===== src/rtl/fault_triage_pkg.sv =====
package fault_triage_pkg;
  localparam int TASK_W = 4;
  localparam int CODE_W = 8;
  localparam int TGT_W  = 8;
  localparam int HW_W   = 4;
  localparam int PIPE_W = 4;
  localparam int MODE_W = 4;

  // hardware flag positions
  localparam int HW_MEM = 0;
  localparam int HW_RM  = 1;
  localparam int HW_CS  = 2;
  localparam int HW_STK = 3;
  // pipe flag positions
  localparam int PS_MC2A = 0;
  localparam int PS_MC2B = 1;
  localparam int PS_H4   = 2;
  localparam int PS_MB   = 3;
  // policy bit positions
  localparam int MD_MC2_RET = 0;
  localparam int MD_ETH_RET = 1;
  localparam int MD_DBG     = 2;
  localparam int MD_NOTIFY  = 3;

  typedef enum logic [1:0] {
    ACT_NONE   = 2'd0,
    ACT_RETURN = 2'd1,
    ACT_NOTIFY = 2'd2,
    ACT_CRASH  = 2'd3
  } act_e;

  typedef enum logic [2:0] {
    CL_BRK, CL_PAR, CL_STK, CL_MC2D, CL_MC2, CL_H4, CL_MOB, CL_MC1
  } cls_e;

  typedef enum logic [1:0] {ST_IDLE, ST_PEND, ST_HALT} st_e;

  typedef struct packed {
    act_e              act;
    logic [CODE_W-1:0] code;
    logic [TGT_W-1:0]  tgt;
  } verdict_t;
endpackage


===== src/rtl/fault_class_sel.sv =====
module fault_class_sel
  import fault_triage_pkg::*;
(
  input  logic [HW_W-1:0]   hw_err_i,
  input  logic [PIPE_W-1:0] pipe_i,
  output cls_e              cls_o
);
  logic grp_hit, par_hit;

  assign grp_hit = hw_err_i[HW_STK] | hw_err_i[HW_CS] | hw_err_i[HW_RM];
  assign par_hit = hw_err_i[HW_CS] | hw_err_i[HW_RM];

  always_comb begin
    if (grp_hit) begin
      cls_o = par_hit ? CL_PAR : CL_STK;
    end else if (hw_err_i[HW_MEM]) begin
      if (pipe_i[PS_MC2A] && pipe_i[PS_MC2B])      cls_o = CL_MC2D;
      else if (pipe_i[PS_MC2A] || pipe_i[PS_MC2B]) cls_o = CL_MC2;
      else if (pipe_i[PS_H4])                      cls_o = CL_H4;
      else if (pipe_i[PS_MB])                      cls_o = CL_MOB;
      else                                         cls_o = CL_MC1;
    end else begin
      cls_o = CL_BRK;
    end
  end
endmodule


===== src/rtl/fault_policy.sv =====
module fault_policy
  import fault_triage_pkg::*;
#(
  parameter logic [TASK_W-1:0] ETH_TASK  = 4'd5,
  parameter logic [TGT_W-1:0]  NOTIFY_A  = 8'h80,
  parameter logic [TGT_W-1:0]  NOTIFY_B  = 8'h82,
  parameter logic [CODE_W-1:0] CODE_BRK  = 8'h10,
  parameter logic [CODE_W-1:0] CODE_PAR  = 8'h20,
  parameter logic [CODE_W-1:0] CODE_STK  = 8'h30,
  parameter logic [CODE_W-1:0] CODE_MC2D = 8'h38,
  parameter logic [CODE_W-1:0] CODE_MC2  = 8'h40,
  parameter logic [CODE_W-1:0] CODE_H4   = 8'h50,
  parameter logic [CODE_W-1:0] CODE_MOB  = 8'h60,
  parameter logic [CODE_W-1:0] CODE_MC1  = 8'h70
) (
  input  cls_e              cls_i,
  input  logic [MODE_W-1:0] mode_i,
  input  logic [HW_W-1:0]   hw_err_i,
  input  logic [TASK_W-1:0] cur_task_i,
  input  logic [TASK_W-1:0] pipe_task_i,
  output verdict_t          verdict_o
);
  localparam int PAD_T = CODE_W - TASK_W;
  localparam int PAD_H = CODE_W - HW_W;

  logic [CODE_W-1:0] cur_ext, pipe_ext, hw_ext;
  logic [TGT_W-1:0]  ntf_tgt;
  logic              eth_ok;

  assign cur_ext  = {{PAD_T{1'b0}}, cur_task_i};
  assign pipe_ext = {{PAD_T{1'b0}}, pipe_task_i};
  assign hw_ext   = {{PAD_H{1'b0}}, hw_err_i};
  assign ntf_tgt  = (cur_task_i == '0) ? NOTIFY_A : NOTIFY_B;
  assign eth_ok   = mode_i[MD_ETH_RET] && (cur_task_i == ETH_TASK);

  function automatic verdict_t mk(act_e a, logic [CODE_W-1:0] c, logic [TGT_W-1:0] t);
    verdict_t v;
    v.act  = a;
    v.code = c;
    v.tgt  = t;
    return v;
  endfunction

  function automatic verdict_t ntf_or_crash(logic ntf, logic [CODE_W-1:0] c,
                                            logic [TGT_W-1:0] t);
    return ntf ? mk(ACT_NOTIFY, c, t) : mk(ACT_CRASH, c, '0);
  endfunction

  always_comb begin
    unique case (cls_i)
      CL_BRK:  verdict_o = mk(ACT_CRASH, CODE_BRK + cur_ext, '0);
      CL_PAR:  verdict_o = mk(ACT_CRASH, CODE_PAR + hw_ext, '0);
      CL_STK:  verdict_o = ntf_or_crash(mode_i[MD_NOTIFY], CODE_STK, ntf_tgt);
      CL_MC2D: verdict_o = mk(ACT_CRASH, CODE_MC2D, '0);
      CL_MC2:  verdict_o = mode_i[MD_MC2_RET] ? mk(ACT_RETURN, '0, '0)
                                              : mk(ACT_CRASH, CODE_MC2 + pipe_ext, '0);
      CL_H4:   verdict_o = eth_ok ? mk(ACT_RETURN, '0, '0)
                                  : mk(ACT_CRASH, CODE_H4 + cur_ext, '0);
      CL_MOB:  verdict_o = ntf_or_crash(mode_i[MD_NOTIFY], CODE_MOB + cur_ext, ntf_tgt);
      CL_MC1:  verdict_o = ntf_or_crash(mode_i[MD_NOTIFY], CODE_MC1 + pipe_ext, ntf_tgt);
      default: verdict_o = mk(ACT_CRASH, CODE_BRK + cur_ext, '0);
    endcase
  end
endmodule


===== src/rtl/crash_display.sv =====
module crash_display
  import fault_triage_pkg::*;
#(
  parameter int DISP_W = 16
) (
  input  logic              clk_i,
  input  logic              rst_ni,
  input  logic              shift_i,
  input  logic [CODE_W-1:0] code_i,
  output logic [DISP_W-1:0] disp_o
);
  logic [DISP_W-1:0] disp_d;

  generate
    if (DISP_W > CODE_W) begin : g_hist
      assign disp_d = {disp_o[DISP_W-CODE_W-1:0], code_i};
    end else begin : g_single
      assign disp_d = code_i[DISP_W-1:0];
    end
  endgenerate

  always_ff @(posedge clk_i or negedge rst_ni) begin
    if (!rst_ni)      disp_o <= '0;
    else if (shift_i) disp_o <= disp_d;
  end
endmodule


===== src/rtl/triage_ctrl.sv =====
module triage_ctrl
  import fault_triage_pkg::*;
#(
  parameter logic [TGT_W-1:0] NOTIFY_A = 8'h80,
  parameter logic [TGT_W-1:0] NOTIFY_B = 8'h82
) (
  input  logic     clk_i,
  input  logic     rst_ni,
  input  logic     fault_i,
  input  logic     ack_i,
  input  logic     dbg_i,
  input  verdict_t verdict_i,
  output logic     valid_o,
  output verdict_t verdict_o,
  output logic     brk_req_o,
  output logic     halted_o,
  output logic     shift_o
);
  st_e  st_q;
  logic halt_after_q;
  logic take, is_crash;

  assign take     = (st_q == ST_IDLE) && fault_i;
  assign is_crash = (verdict_i.act == ACT_CRASH);
  assign shift_o  = take && is_crash;
  assign halted_o = (st_q == ST_HALT);

  always_ff @(posedge clk_i or negedge rst_ni) begin
    if (!rst_ni) begin
      st_q         <= ST_IDLE;
      valid_o      <= 1'b0;
      verdict_o    <= '0;
      brk_req_o    <= 1'b0;
      halt_after_q <= 1'b0;
    end else begin
      unique case (st_q)
        ST_IDLE: if (fault_i) begin
          st_q         <= ST_PEND;
          valid_o      <= 1'b1;
          verdict_o    <= verdict_i;
          brk_req_o    <= is_crash && dbg_i;
          halt_after_q <= is_crash && !dbg_i;
        end
        ST_PEND: if (ack_i) begin
          valid_o   <= 1'b0;
          brk_req_o <= 1'b0;
          st_q      <= halt_after_q ? ST_HALT : ST_IDLE;
        end
        default: st_q <= ST_HALT;
      endcase
    end
  end


  hold_stable_chk: assert property (@(posedge clk_i) disable iff (!rst_ni)
    valid_o && !ack_i |=> valid_o && $stable(verdict_o));

  halt_sticky_chk: assert property (@(posedge clk_i) disable iff (!rst_ni)
    halted_o |=> halted_o && !valid_o);

  brk_only_crash_chk: assert property (@(posedge clk_i) disable iff (!rst_ni)
    brk_req_o |-> valid_o && verdict_o.act == ACT_CRASH);

  notify_tgt_chk: assert property (@(posedge clk_i) disable iff (!rst_ni)
    valid_o && verdict_o.act == ACT_NOTIFY |-> verdict_o.tgt == NOTIFY_A || verdict_o.tgt == NOTIFY_B);
endmodule


===== src/rtl/fault_triage.sv =====
module fault_triage
  import fault_triage_pkg::*;
#(
  parameter int                DISP_W    = 16,
  parameter logic [TASK_W-1:0] ETH_TASK  = 4'd5,
  parameter logic [TGT_W-1:0]  NOTIFY_A  = 8'h80,
  parameter logic [TGT_W-1:0]  NOTIFY_B  = 8'h82,
  parameter logic [CODE_W-1:0] CODE_MC2D = 8'h38
) (
  input  logic              clk_i,
  input  logic              rst_ni,
  input  logic              fault_i,
  input  logic [HW_W-1:0]   hw_err_i,
  input  logic [PIPE_W-1:0] pipe_stat_i,
  input  logic [MODE_W-1:0] mode_i,
  input  logic [TASK_W-1:0] cur_task_i,
  input  logic [TASK_W-1:0] pipe_task_i,
  input  logic              ack_i,
  output logic              act_valid_o,
  output logic [1:0]        act_o,
  output logic [CODE_W-1:0] code_o,
  output logic [TGT_W-1:0]  target_o,
  output logic              brk_req_o,
  output logic              halted_o,
  output logic [DISP_W-1:0] disp_o
);
  cls_e     cls;
  verdict_t verdict_c, verdict_q;
  logic     shift;

  fault_class_sel u_cls (
    .hw_err_i (hw_err_i),
    .pipe_i   (pipe_stat_i),
    .cls_o    (cls)
  );

  fault_policy #(
    .ETH_TASK  (ETH_TASK),
    .NOTIFY_A  (NOTIFY_A),
    .NOTIFY_B  (NOTIFY_B),
    .CODE_MC2D (CODE_MC2D)
  ) u_pol (
    .cls_i       (cls),
    .mode_i      (mode_i),
    .hw_err_i    (hw_err_i),
    .cur_task_i  (cur_task_i),
    .pipe_task_i (pipe_task_i),
    .verdict_o   (verdict_c)
  );

  triage_ctrl #(
    .NOTIFY_A (NOTIFY_A),
    .NOTIFY_B (NOTIFY_B)
  ) u_ctrl (
    .clk_i     (clk_i),
    .rst_ni    (rst_ni),
    .fault_i   (fault_i),
    .ack_i     (ack_i),
    .dbg_i     (mode_i[MD_DBG]),
    .verdict_i (verdict_c),
    .valid_o   (act_valid_o),
    .verdict_o (verdict_q),
    .brk_req_o (brk_req_o),
    .halted_o  (halted_o),
    .shift_o   (shift)
  );

  crash_display #(.DISP_W(DISP_W)) u_disp (
    .clk_i   (clk_i),
    .rst_ni  (rst_ni),
    .shift_i (shift),
    .code_i  (verdict_c.code),
    .disp_o  (disp_o)
  );

  assign act_o    = verdict_q.act;
  assign code_o   = verdict_q.code;
  assign target_o = verdict_q.tgt;


  disp_shift_chk: assert property (@(posedge clk_i) disable iff (!rst_ni)
    $rose(act_valid_o) && act_o == ACT_CRASH |->
      disp_o == (($past(disp_o) << CODE_W) | DISP_W'(code_o)));

  mc2_double_chk: assert property (@(posedge clk_i) disable iff (!rst_ni)
    $rose(act_valid_o) && $past(hw_err_i == 4'b0001 && pipe_stat_i[PS_MC2A] && pipe_stat_i[PS_MC2B]) |->
      act_o == ACT_CRASH && code_o == CODE_MC2D);
endmodule


===== config.mk =====
export PLATFORM = sky130hd
export DESIGN_NAME = fault_triage
export DESIGN_NICKNAME = d
export VERILOG_FILES = /design/src/rtl/fault_triage_pkg.sv /design/src/rtl/fault_class_sel.sv /design/src/rtl/fault_policy.sv /design/src/rtl/crash_display.sv /design/src/rtl/triage_ctrl.sv /design/src/rtl/fault_triage.sv
export SDC_FILE = /design/constraint.sdc
export NUM_CORES = 1
export LEC_CHECK = 0
export ABC_AREA = 1
export BUFFER_PORTS_ARGS = -buffer_cell sky130_fd_sc_hd__buf_2
export CORE_MARGIN = 5
export CORE_UTILIZATION = 45
export CTS_CLUSTER_DIAMETER = 120
export DETAILED_ROUTE_END_ITERATION = 7
export PLACE_DENSITY = 0.74
export SYNTH_ARGS = -nofsm -noshare
export SYNTH_HDL_FRONTEND = slang
export SYNTH_SLANG_ARGS = --single-unit

===== constraint.sdc =====
create_clock -name clk_i -period 1.7 [get_ports clk_i]
set_input_delay 0.17 -clock clk_i [delete_from_list [all_inputs] [get_ports clk_i]]
set_output_delay 0.17 -clock clk_i [all_outputs]
set_load 0.02 [all_outputs]

==> flow_summary.ini, run 1 <==
[clock_network]
clk_pin_slew_ns = 0.06
cts_htree_levels = 2
cts_buffers = 5
cts_tree = done
cts.repair.resized = 0
clock-sinks = 30
clk_path_buf_depth = 2
worst_skew_pair.late_latency_ns = 0.28
cts_setup_buffers = 0
root_buffer = clkbuf_8
cts_hold_buffers = 1

[critical_path]
setup.worst_path.start_class = register
r2r-start = u_ctrl.st_q[0]
worstPathMaxFanout = 15
crit_type = reg2reg
reg2reg_slack_ns = 0.31
r2r_cells = 8
end_kind = register
cp.required_ns = 1.87
worstPathArrival_ns = 1.56
r2r_end = u_disp.disp_o[0]

[die]
start_util_pct = 45.9
dieWidth_um = 70.9
dieHeight_um = 70.9
io_pins = 61
core_um2 = 3630
dieArea_um2 = 5030
num_rows = 22

[yosys]
ys_top_cells_by_count = nand2_1 (77), dfrtp_1 (30), nand3_1 (20), nand2_2 (14), inv_1 (12)
ys_ff_latch = 30
synthTopCellsByArea = dfrtp_1 (45%), nand2_1 (17%), nand3_1 (6.0%)
seq_area_frac_synth_pct = 45.0
synthCells = 205
ys.warnings.count = 0
ys_async_sr_fraction_pct = 100
synth_edf_count = 0
syn-cell-area_um2 = 1670
synth_top_cell_area_share_pct = 45.0
syn_area_per_cell_um2 = 8.14
ys_types = 27
yosys.area.top_type = dfrtp_1
synth_flop_cell = dfrtp_1
yosysMostFrequentCell = nand2_1

[sta]
slew_viol_final = 0
final.min_clock_period_ns = 1.39
relSlewSlack_pct = 57.5
setup_viol = 0
hold_viol = 0
fin_hold_ws_ns = 0.0977
fmax_mhz = 721
worst_pin_slew_ns = 0.637
rsz0062_at_grt = false
timing.clock.skew_ns = 0.00452
period_share_pct = 81.6
finalSetupTns_ns = 0

[hold_path]
hold_end = u_ctrl.brk_req_o
hp-class = in2reg
min_from = mode_i[2]
hold_path_depth = 3

[pwr]
internal-power_mw = 1.08
clkPwrFrac_pct = 40.7
seqPwrFrac_pct = 49.6
p_per_area_nw_per_um2 = 706
p_sw_share_pct = 24.7
p_leak_nw = 1.23
vdd_drop_max_mv = 0.240
p_sw_mw = 0.355
pwr-share-comb_pct = 9.6

[route]
met3_length_um = 347
met2_length_um = 1710
routed.top_layer = met4
drt_iter0_markers = 78
ant_nets = 0
m1WireLength_um = 1520
post_drt_via_cell_ratio = 4.64
post-route-drc-count = 0
drtPass1Iterations = 4
postRouteWirelength_um = 3640
drt-wirelength-per-cell_um = 11.7
num_vias = 1449

[global_route]
gr-total-overflow = 0
track_usage_pct = 15.4
grt_max_degree = 31
grt_pass1_vias = 1343
antenna_found_initial = 0
grt_pass1_wl_um = 6030

[cells_and_area]
synthToLayoutAreaGrowth_pct = 22.2
final_util_pct = 56.1
seq_area_um2 = 751
drive_above_1_share_pct = 35.6
design_area_um2 = 2040
layoutNonFillerInstCount = 312
n_fill_cell = 366
insertedDiodeCount = 0
fin_nets = 287
multi_input_area_um2 = 773

[placed_design]
dpl.hpwl_um = 2870
place_congestion = 0.832
placed_cells = 303
port_buffers = 51
place_area_um2 = 1940

[job]
cap_violations = 0

[status]
status = finished clean
[power groups by stage]
stage / clock [mW] / combinational (mW) / sequential, mW
2_1_floorplan: 0 / 0.0936 / 0.727
3_3_place_gp: 0 / 0.137 / 0.727
3_5_place_dp: 0 / 0.138 / 0.727
4_1_cts: 0.599 / 0.140 / 0.714
5_1_grt: 0.628 / 0.157 / 0.714
6_report: 0.586 / 0.139 / 0.714
[layer usage]
| metal | track usage (%) | up-vias |
|---|---|---|
| li1 | - | 742 |
| met1 | 18.7 | 644 |
| met2 | 24.4 | 57 |
| met3 | 5.11 | 6 |
| met4 | 7.52 | 0 |
| met5 | 0 | - |
[placed cells by master (no fill, tap or decap), drive strengths merged]
master and n:
a21oi 1, buf 55, clkbuf 7, clkinv 3, conb 9, dfrtp 30
dlygate4sd3 1, inv 15, nand2 95, nand3 24, nand3b 2, nand4 4
nor2 11, nor4 1, o211ai 1, o21ai 3, o221ai 1, o31ai 1
[flip-flops by register name (all words and copies together) (netlist names)]
register	flops
u_ctrl.verdict_o	11
u_ctrl.valid_o	1
u_ctrl.brk_req_o	1
u_disp.disp_o	14
u_ctrl.st_q	2
u_ctrl.halt_after_q	1
[how the worst max path moves through the flow]
stage	depth (start not counted)	end	start
floorplan	9	u_disp.disp_o[4]	u_ctrl.st_q[0]
CTS	8	u_disp.disp_o[0]	u_ctrl.st_q[0]
global route	7	u_ctrl.halt_after_q	u_ctrl.st_q[0]
finish	8	u_disp.disp_o[0]	u_ctrl.st_q[0]
detailed placement	12	u_ctrl.halt_after_q	pipe_stat_i[1]
global placement	13	u_disp.disp_o[2]	pipe_stat_i[1]
[cell type report]
cell class | instances | area share (%)
multi-input combinational | 153 | 37.9
sequential | 30 | 36.8
timing repair buffer | 56 | 14.5
clock buffer | 7 | 4.23
inverter | 17 | 3.37
tap | 48 | 2.94
clock inverter | 1 | 0.245
[critical path, stage by stage, from the launching register on]
cell     delay, ns
dfrtp_1       0.42
nor2_1        0.11
nand2_1       0.07
inv_1         0.13
nand2_4       0.09
inv_4         0.13
nand2_4       0.16
nand2_1       0.11
nand2_1       0.06
[kinds of logic after synthesis]
family,count (synthesis),synth area share (%)
flip-flops,30,45.0
buffers and inverters,30,10.5
AO/OA/AOI/OAI,7,2.62
AND/OR/NAND/NOR,137,41.7
other,1,0.225
[per-stage QoR]
stage | setup WS (ns) | power (mW)
2_1_floorplan | 0.290 | 0.821
3_3_place_gp | 0.174 | 0.864
3_5_place_dp | 0.122 | 0.865
4_1_cts | 0.308 | 1.45
5_1_grt | 0.167 | 1.50
6_report | 0.313 | 1.44
(Power assumes the default switching activity.)
==> run 2: changes to the inputs <==
clock period = 1.3 ns   (was 1.7 ns; I/O delays follow)
==> run 2 against run 1 <==
Compared with the run above:
- setup slack got worse by 0.19 ns
- first-iteration DRC count decreased by 13%
- cell area increased by 8.2%
- sequential share of layout area decreased by 2.8 points
- die area unchanged
- register-to-register slack got worse by 0.19 ns
- sequential power increased by 31%
- clock power increased by 22%
- global-route usage increased by 0.81 points
- critical endpoint is now halted_o
- largest cell class unchanged
- highest routed layer unchanged
==> flow_summary.ini, run 2 (same netlist as run 1, synthesis figures left out) <==
[clock_network]
cts_htree_levels = 2
clk_pin_slew_ns = 0.06
clock-sinks = 30
cts_buffers = 5
cts_tree = done
cts_setup_buffers = 0
root_buffer = clkbuf_8
clk_path_buf_depth = 2
worst_skew_pair.late_latency_ns = 0.27

[hold_path]
hold_path_depth = 2
hold_end = u_ctrl.halt_after_q
min_from = mode_i[2]
hp-class = in2reg

[die]
io_pins = 61
start_util_pct = 45.9
num_rows = 22
dieArea_um2 = 5030
core_um2 = 3630
dieHeight_um = 70.9
dieWidth_um = 70.9

[sta]
slew_viol_final = 0
final.min_clock_period_ns = 1.18
relSlewSlack_pct = 56.9
timing.clock.skew_ns = 0.00182
period_share_pct = 90.9
fmax_mhz = 846
hold_viol = 0
worst_pin_slew_ns = 0.646
rsz0062_at_grt = true
setup_viol = 0
fin_ws_ns = 0.118
finalSetupTns_ns = 0

[status]
status = finished clean

[global_route]
grt_pass1_vias = 1553
grt_pass1_wl_um = 6510
grtUsageMet2_pct = 27.1
met3_usage_pct = 4.12
antenna_found_initial = 0
met1_usage_pct = 19.6
track_usage_pct = 16.2
gr-total-overflow = 0
grt_max_degree = 31
grt_busiest_layer = met2

[critical_path]
end_kind = output port
setup.worst_path.start_class = register
r2r_end = u_disp.disp_o[0]
path_cells = buf_4, nor2_1, buf_2
worstPathMaxFanout = 4
r2r_cells = 8
worstPathArrival_ns = 1.05
reg2reg_slack_ns = 0.12
crit_type = reg2out
slowest_delay_ns = 0.38
cp.required_ns = 1.17
worst_path_max_delay_cell = dfrtp_1
r2r-start = u_ctrl.st_q[0]

[placed_design]
dp_worst_setup_slack_ns = -0.178
dpl.hpwl_um = 2990
place_congestion = 0.826
placed_cells = 321
port_buffers = 51

[pwr]
finalPower_mw = 1.86
p_per_area_nw_per_um2 = 844
vdd_drop_max_mv = 0.334
p_leak_nw = 1.31

[cells_and_area]
top_regs = u_disp.disp_o x14, u_ctrl.verdict_o x11, u_ctrl.st_q x2
final_util_pct = 60.7
insertedDiodeCount = 0
layoutNonFillerInstCount = 328
synthToLayoutAreaGrowth_pct = 32.2
fin_nets = 305
mostFrequentLayoutCells = nand2_1 (75), buf_2 (51), dfrtp_1 (30)
largest_register_ff_count = 14
final_common_cell = nand2_1
regMostFlops = u_disp.disp_o
drive_above_1_share_pct = 41.1

[route]
drt-wirelength-per-cell_um = 11.6
num_vias = 1533
postRouteWirelength_um = 3800
drtPass1Iterations = 4
drt_iter0_markers = 68
post_drt_via_cell_ratio = 4.67
post-route-drc-count = 0
ant_nets = 0

[job]
cap_violations = 0
-- run 2: worst max-delay path: cells and delay by family (launching register included) --
kind	cells	cell delay, ns
buffers and inverters	2	0.31
flip-flops	1	0.38
AND/OR/NAND/NOR	1	0.08
-- run 2: worst max-delay path by stage --
stage                   start                  end  slack (ns)  cells after the start
2_1_floorplan  u_ctrl.st_q[0]     u_disp.disp_o[4]        0.01                      9
3_3_place_gp   pipe_stat_i[1]     u_disp.disp_o[0]       -0.12                     13
3_5_place_dp   pipe_stat_i[1]  u_ctrl.halt_after_q       -0.18                     11
4_1_cts        u_ctrl.st_q[0]  u_ctrl.halt_after_q        0.06                      7
5_1_grt        pipe_stat_i[1]     u_disp.disp_o[2]       -0.01                     13
6_report       u_ctrl.st_q[0]             halted_o        0.12                      3
-- run 2: through the flow --
stage / area (µm²) / hold WS, ns
2_1_floorplan: 1700 / -0.166
4_1_cts: 2180 / 0.0653
3_3_place_gp: 2090 / 0.186
5_1_grt: 2210 / 0.0642
6_report: 2210 / 0.0588
3_5_place_dp: 2090 / 0.193
-- run 2: layout make-up --
type	count	area (µm²)
clock buffers	6	82.6
inverters	17	71.3
repair buffers	74	443
flip-flops and latches	30	751
multi-input cells	153	798
well taps	48	60.1
fillers	338	1430
-- run 2: power breakdown --
part           internal [mW]  switching, mW  total [mW]
clock                  0.407          0.310       0.716
combinational         0.0803          0.131       0.211
sequential             0.934              0       0.934
-- run 2: timing repair --
item	CTS	global route
setup endpoints to repair	0	9
endpoints found under the hold margin	30	0
hold buffers	1	0
gates resized for setup	0	5
-- run 2: routing by layer --
layer / vias to the layer above / routed length, µm
li1: 778 / -
met2: 46 / 1850
met5: - / 0
met3: 8 / 263
met1: 701 / 1610
met4: 0 / 70
==> run 3: changes to the inputs <==
REMOVE_ABC_BUFFERS = 1   (was not set)
SKIP_LAST_GASP = 1   (was not set)
==> run 3 against run 2 <==
Compared with the run above:
- cell area up 0.68%
- largest power group unchanged
- largest cell class unchanged
- cell count up 1.5%
- highest routed layer unchanged
- hold slack improved by 0.0032 ns
- setup slack got worse by 0.033 ns
- clock skew grew 0.0035 ns
- first-iteration DRC count increased by 60%
- combinational power rose by 4%
- critical endpoint is now u_disp.disp_o[1]
==> flow_summary.ini, run 3 (same netlist as run 1, synthesis figures left out) <==
[status]
status = finished clean

[route]
post_drt_via_cell_ratio = 4.65
met2_length_um = 1900
num_vias = 1549
met3_length_um = 271
drtPass1Iterations = 4
postRouteWirelength_um = 3970
drt_iter0_markers = 109
ant_nets = 0
drt-wirelength-per-cell_um = 11.9
post-route-drc-count = 0
m1WireLength_um = 1710
routed.top_layer = met4

[clock_network]
worst_skew_pair.late_latency_ns = 0.28
cts_buffers = 5
cts_htree_levels = 2
clk_path_buf_depth = 2
root_buffer = clkbuf_8
cts_tree = done
clock-sinks = 30
cts_setup_buffers = 0
clk_pin_slew_ns = 0.06

[die]
dieWidth_um = 70.9
io_pins = 61
dieHeight_um = 70.9
core_um2 = 3630
num_rows = 22
dieArea_um2 = 5030
start_util_pct = 45.9

[placed_design]
dpl.hpwl_um = 3090
port_buffers = 51
place_congestion = 0.781
dp_worst_setup_slack_ns = -0.179

[global_route]
antenna_found_initial = 0
grt_pass1_vias = 1484
grt_max_degree = 31
gr-total-overflow = 0
track_usage_pct = 16.3
grt_pass1_wl_um = 6490

[critical_path]
crit_top_cell = nand2_1
cp.required_ns = 1.51
path_cells = nor2_1, nand2_1, inv_2, nand2_4, buf_4, nor2_4, nand2_1, nand2_1
worst_path_dominant_cell_family = simple AND/OR/NAND/NOR gates
worst-path-stages = 8
r2r_cells = 8
end_kind = register
reg2reg_slack_ns = 0.08
worst_path_max_delay_cell = dfrtp_1
worstPathArrival_ns = 1.43
r2r_end = u_disp.disp_o[1]
path_buf_inv = 2
crit_type = reg2reg
slowest_delay_ns = 0.37
setup.worst_path.start_class = register
r2r-start = u_ctrl.st_q[0]
worstPathMaxFanout = 5

[sta]
fmax_mhz = 823
setup_viol = 0
fin_ws_ns = 0.0846
rsz0062_at_grt = true
timing.clock.skew_ns = 0.00534
final.min_clock_period_ns = 1.22
hold_viol = 0
period_share_pct = 93.5
slew_viol_final = 0

[cells_and_area]
insertedDiodeCount = 0
n_fill_cell = 358
multi_input_area_um2 = 787
top_regs = u_disp.disp_o x14, u_ctrl.verdict_o x11, u_ctrl.st_q x2
seq_area_um2 = 751
mostFrequentLayoutCells = nand2_1 (77), buf_2 (51), dfrtp_1 (30)
fin_nets = 310
largest_register_ff_count = 14
final_common_cell = nand2_1
synthToLayoutAreaGrowth_pct = 33.1
drive_above_1_share_pct = 41.4
regMostFlops = u_disp.disp_o

[hold_path]
min_from = mode_i[2]
hp-class = in2reg
hold_end = u_ctrl.halt_after_q
hold_path_depth = 2

[pwr]
finalPower_mw = 1.87
vdd_drop_max_mv = 0.382
p_sw_share_pct = 23.6
p_leak_nw = 1.34
p_per_area_nw_per_um2 = 841
pwr-share-comb_pct = 11.7
clkPwrFrac_pct = 38.3
seqPwrFrac_pct = 50.0
internal-power_mw = 1.43
p_sw_mw = 0.440

[job]
cap_violations = 0
[run 3: stage by stage]
stage / instances / hold slack [ns] / instance area [µm²] / setup TNS [ns] / util, %
after floorplan: 200 / -0.166 / 1590 / -4.31 / -
after global placement: 326 / 0.156 / 2110 / -1.97 / 58.1
after detailed placement: 326 / 0.160 / 2110 / -2.99 / 58.1
after CTS: 333 / 0.0583 / 2200 / 0 / 60.6
after global routing: 333 / 0.0604 / 2220 / -0.120 / 61.1
final: 333 / 0.0619 / 2220 / 0 / 61.1
[run 3: cell type report]
type	count	share of cell area, %
Tap cell	48	2.70
Sequential cell	30	33.8
Timing Repair Buffer	79	21.2
Multi-Input combinational cell	153	35.4
Clock buffer	6	3.72
Inverter	17	3.10
[run 3: power by group through the flow]
stage	registers (mW)	logic, mW	clock network, mW
after floorplan	0.951	0.101	0
after global placement	0.951	0.213	0
after detailed placement	0.951	0.215	0
after CTS	0.934	0.218	0.734
after global routing	0.933	0.243	0.780
final	0.934	0.219	0.716
[run 3: repair_timing]
action | CTS | global route
setup endpoints to repair | 0 | 12
gates resized for setup | 0 | 4
hold endpoints to repair | 30 | 0
hold buffers | 1 | 0
[run 3: worst max path at each step]
stage	startpoint	to	slack, ns
CTS	u_ctrl.st_q[0]	u_disp.disp_o[2]	0.04
global placement	hw_err_i[1]	u_disp.disp_o[1]	-0.11
floorplan	u_ctrl.st_q[0]	u_disp.disp_o[3]	-0.29
detailed placement	hw_err_i[1]	u_disp.disp_o[2]	-0.18
global route	hw_err_i[2]	u_disp.disp_o[5]	-0.03
finish	u_ctrl.st_q[0]	u_disp.disp_o[1]	0.08
[run 3: worst register-to-register path, delay by kind of cell, from the launching register on]
kind                   cells  cell delay, ns
AND/OR/NAND/NOR            6            0.54
buffers and inverters      2            0.24
flip-flops                 1            0.37
[run 3: metal layers]
| layer | track usage [%] | up-vias |
|---|---|---|
| met3 | 3.84 | 7 |
| met2 | 26.6 | 52 |
| li1 | - | 791 |
| met4 | 8.77 | 0 |
| met1 | 19.9 | 699 |
| met5 | 0 | - |
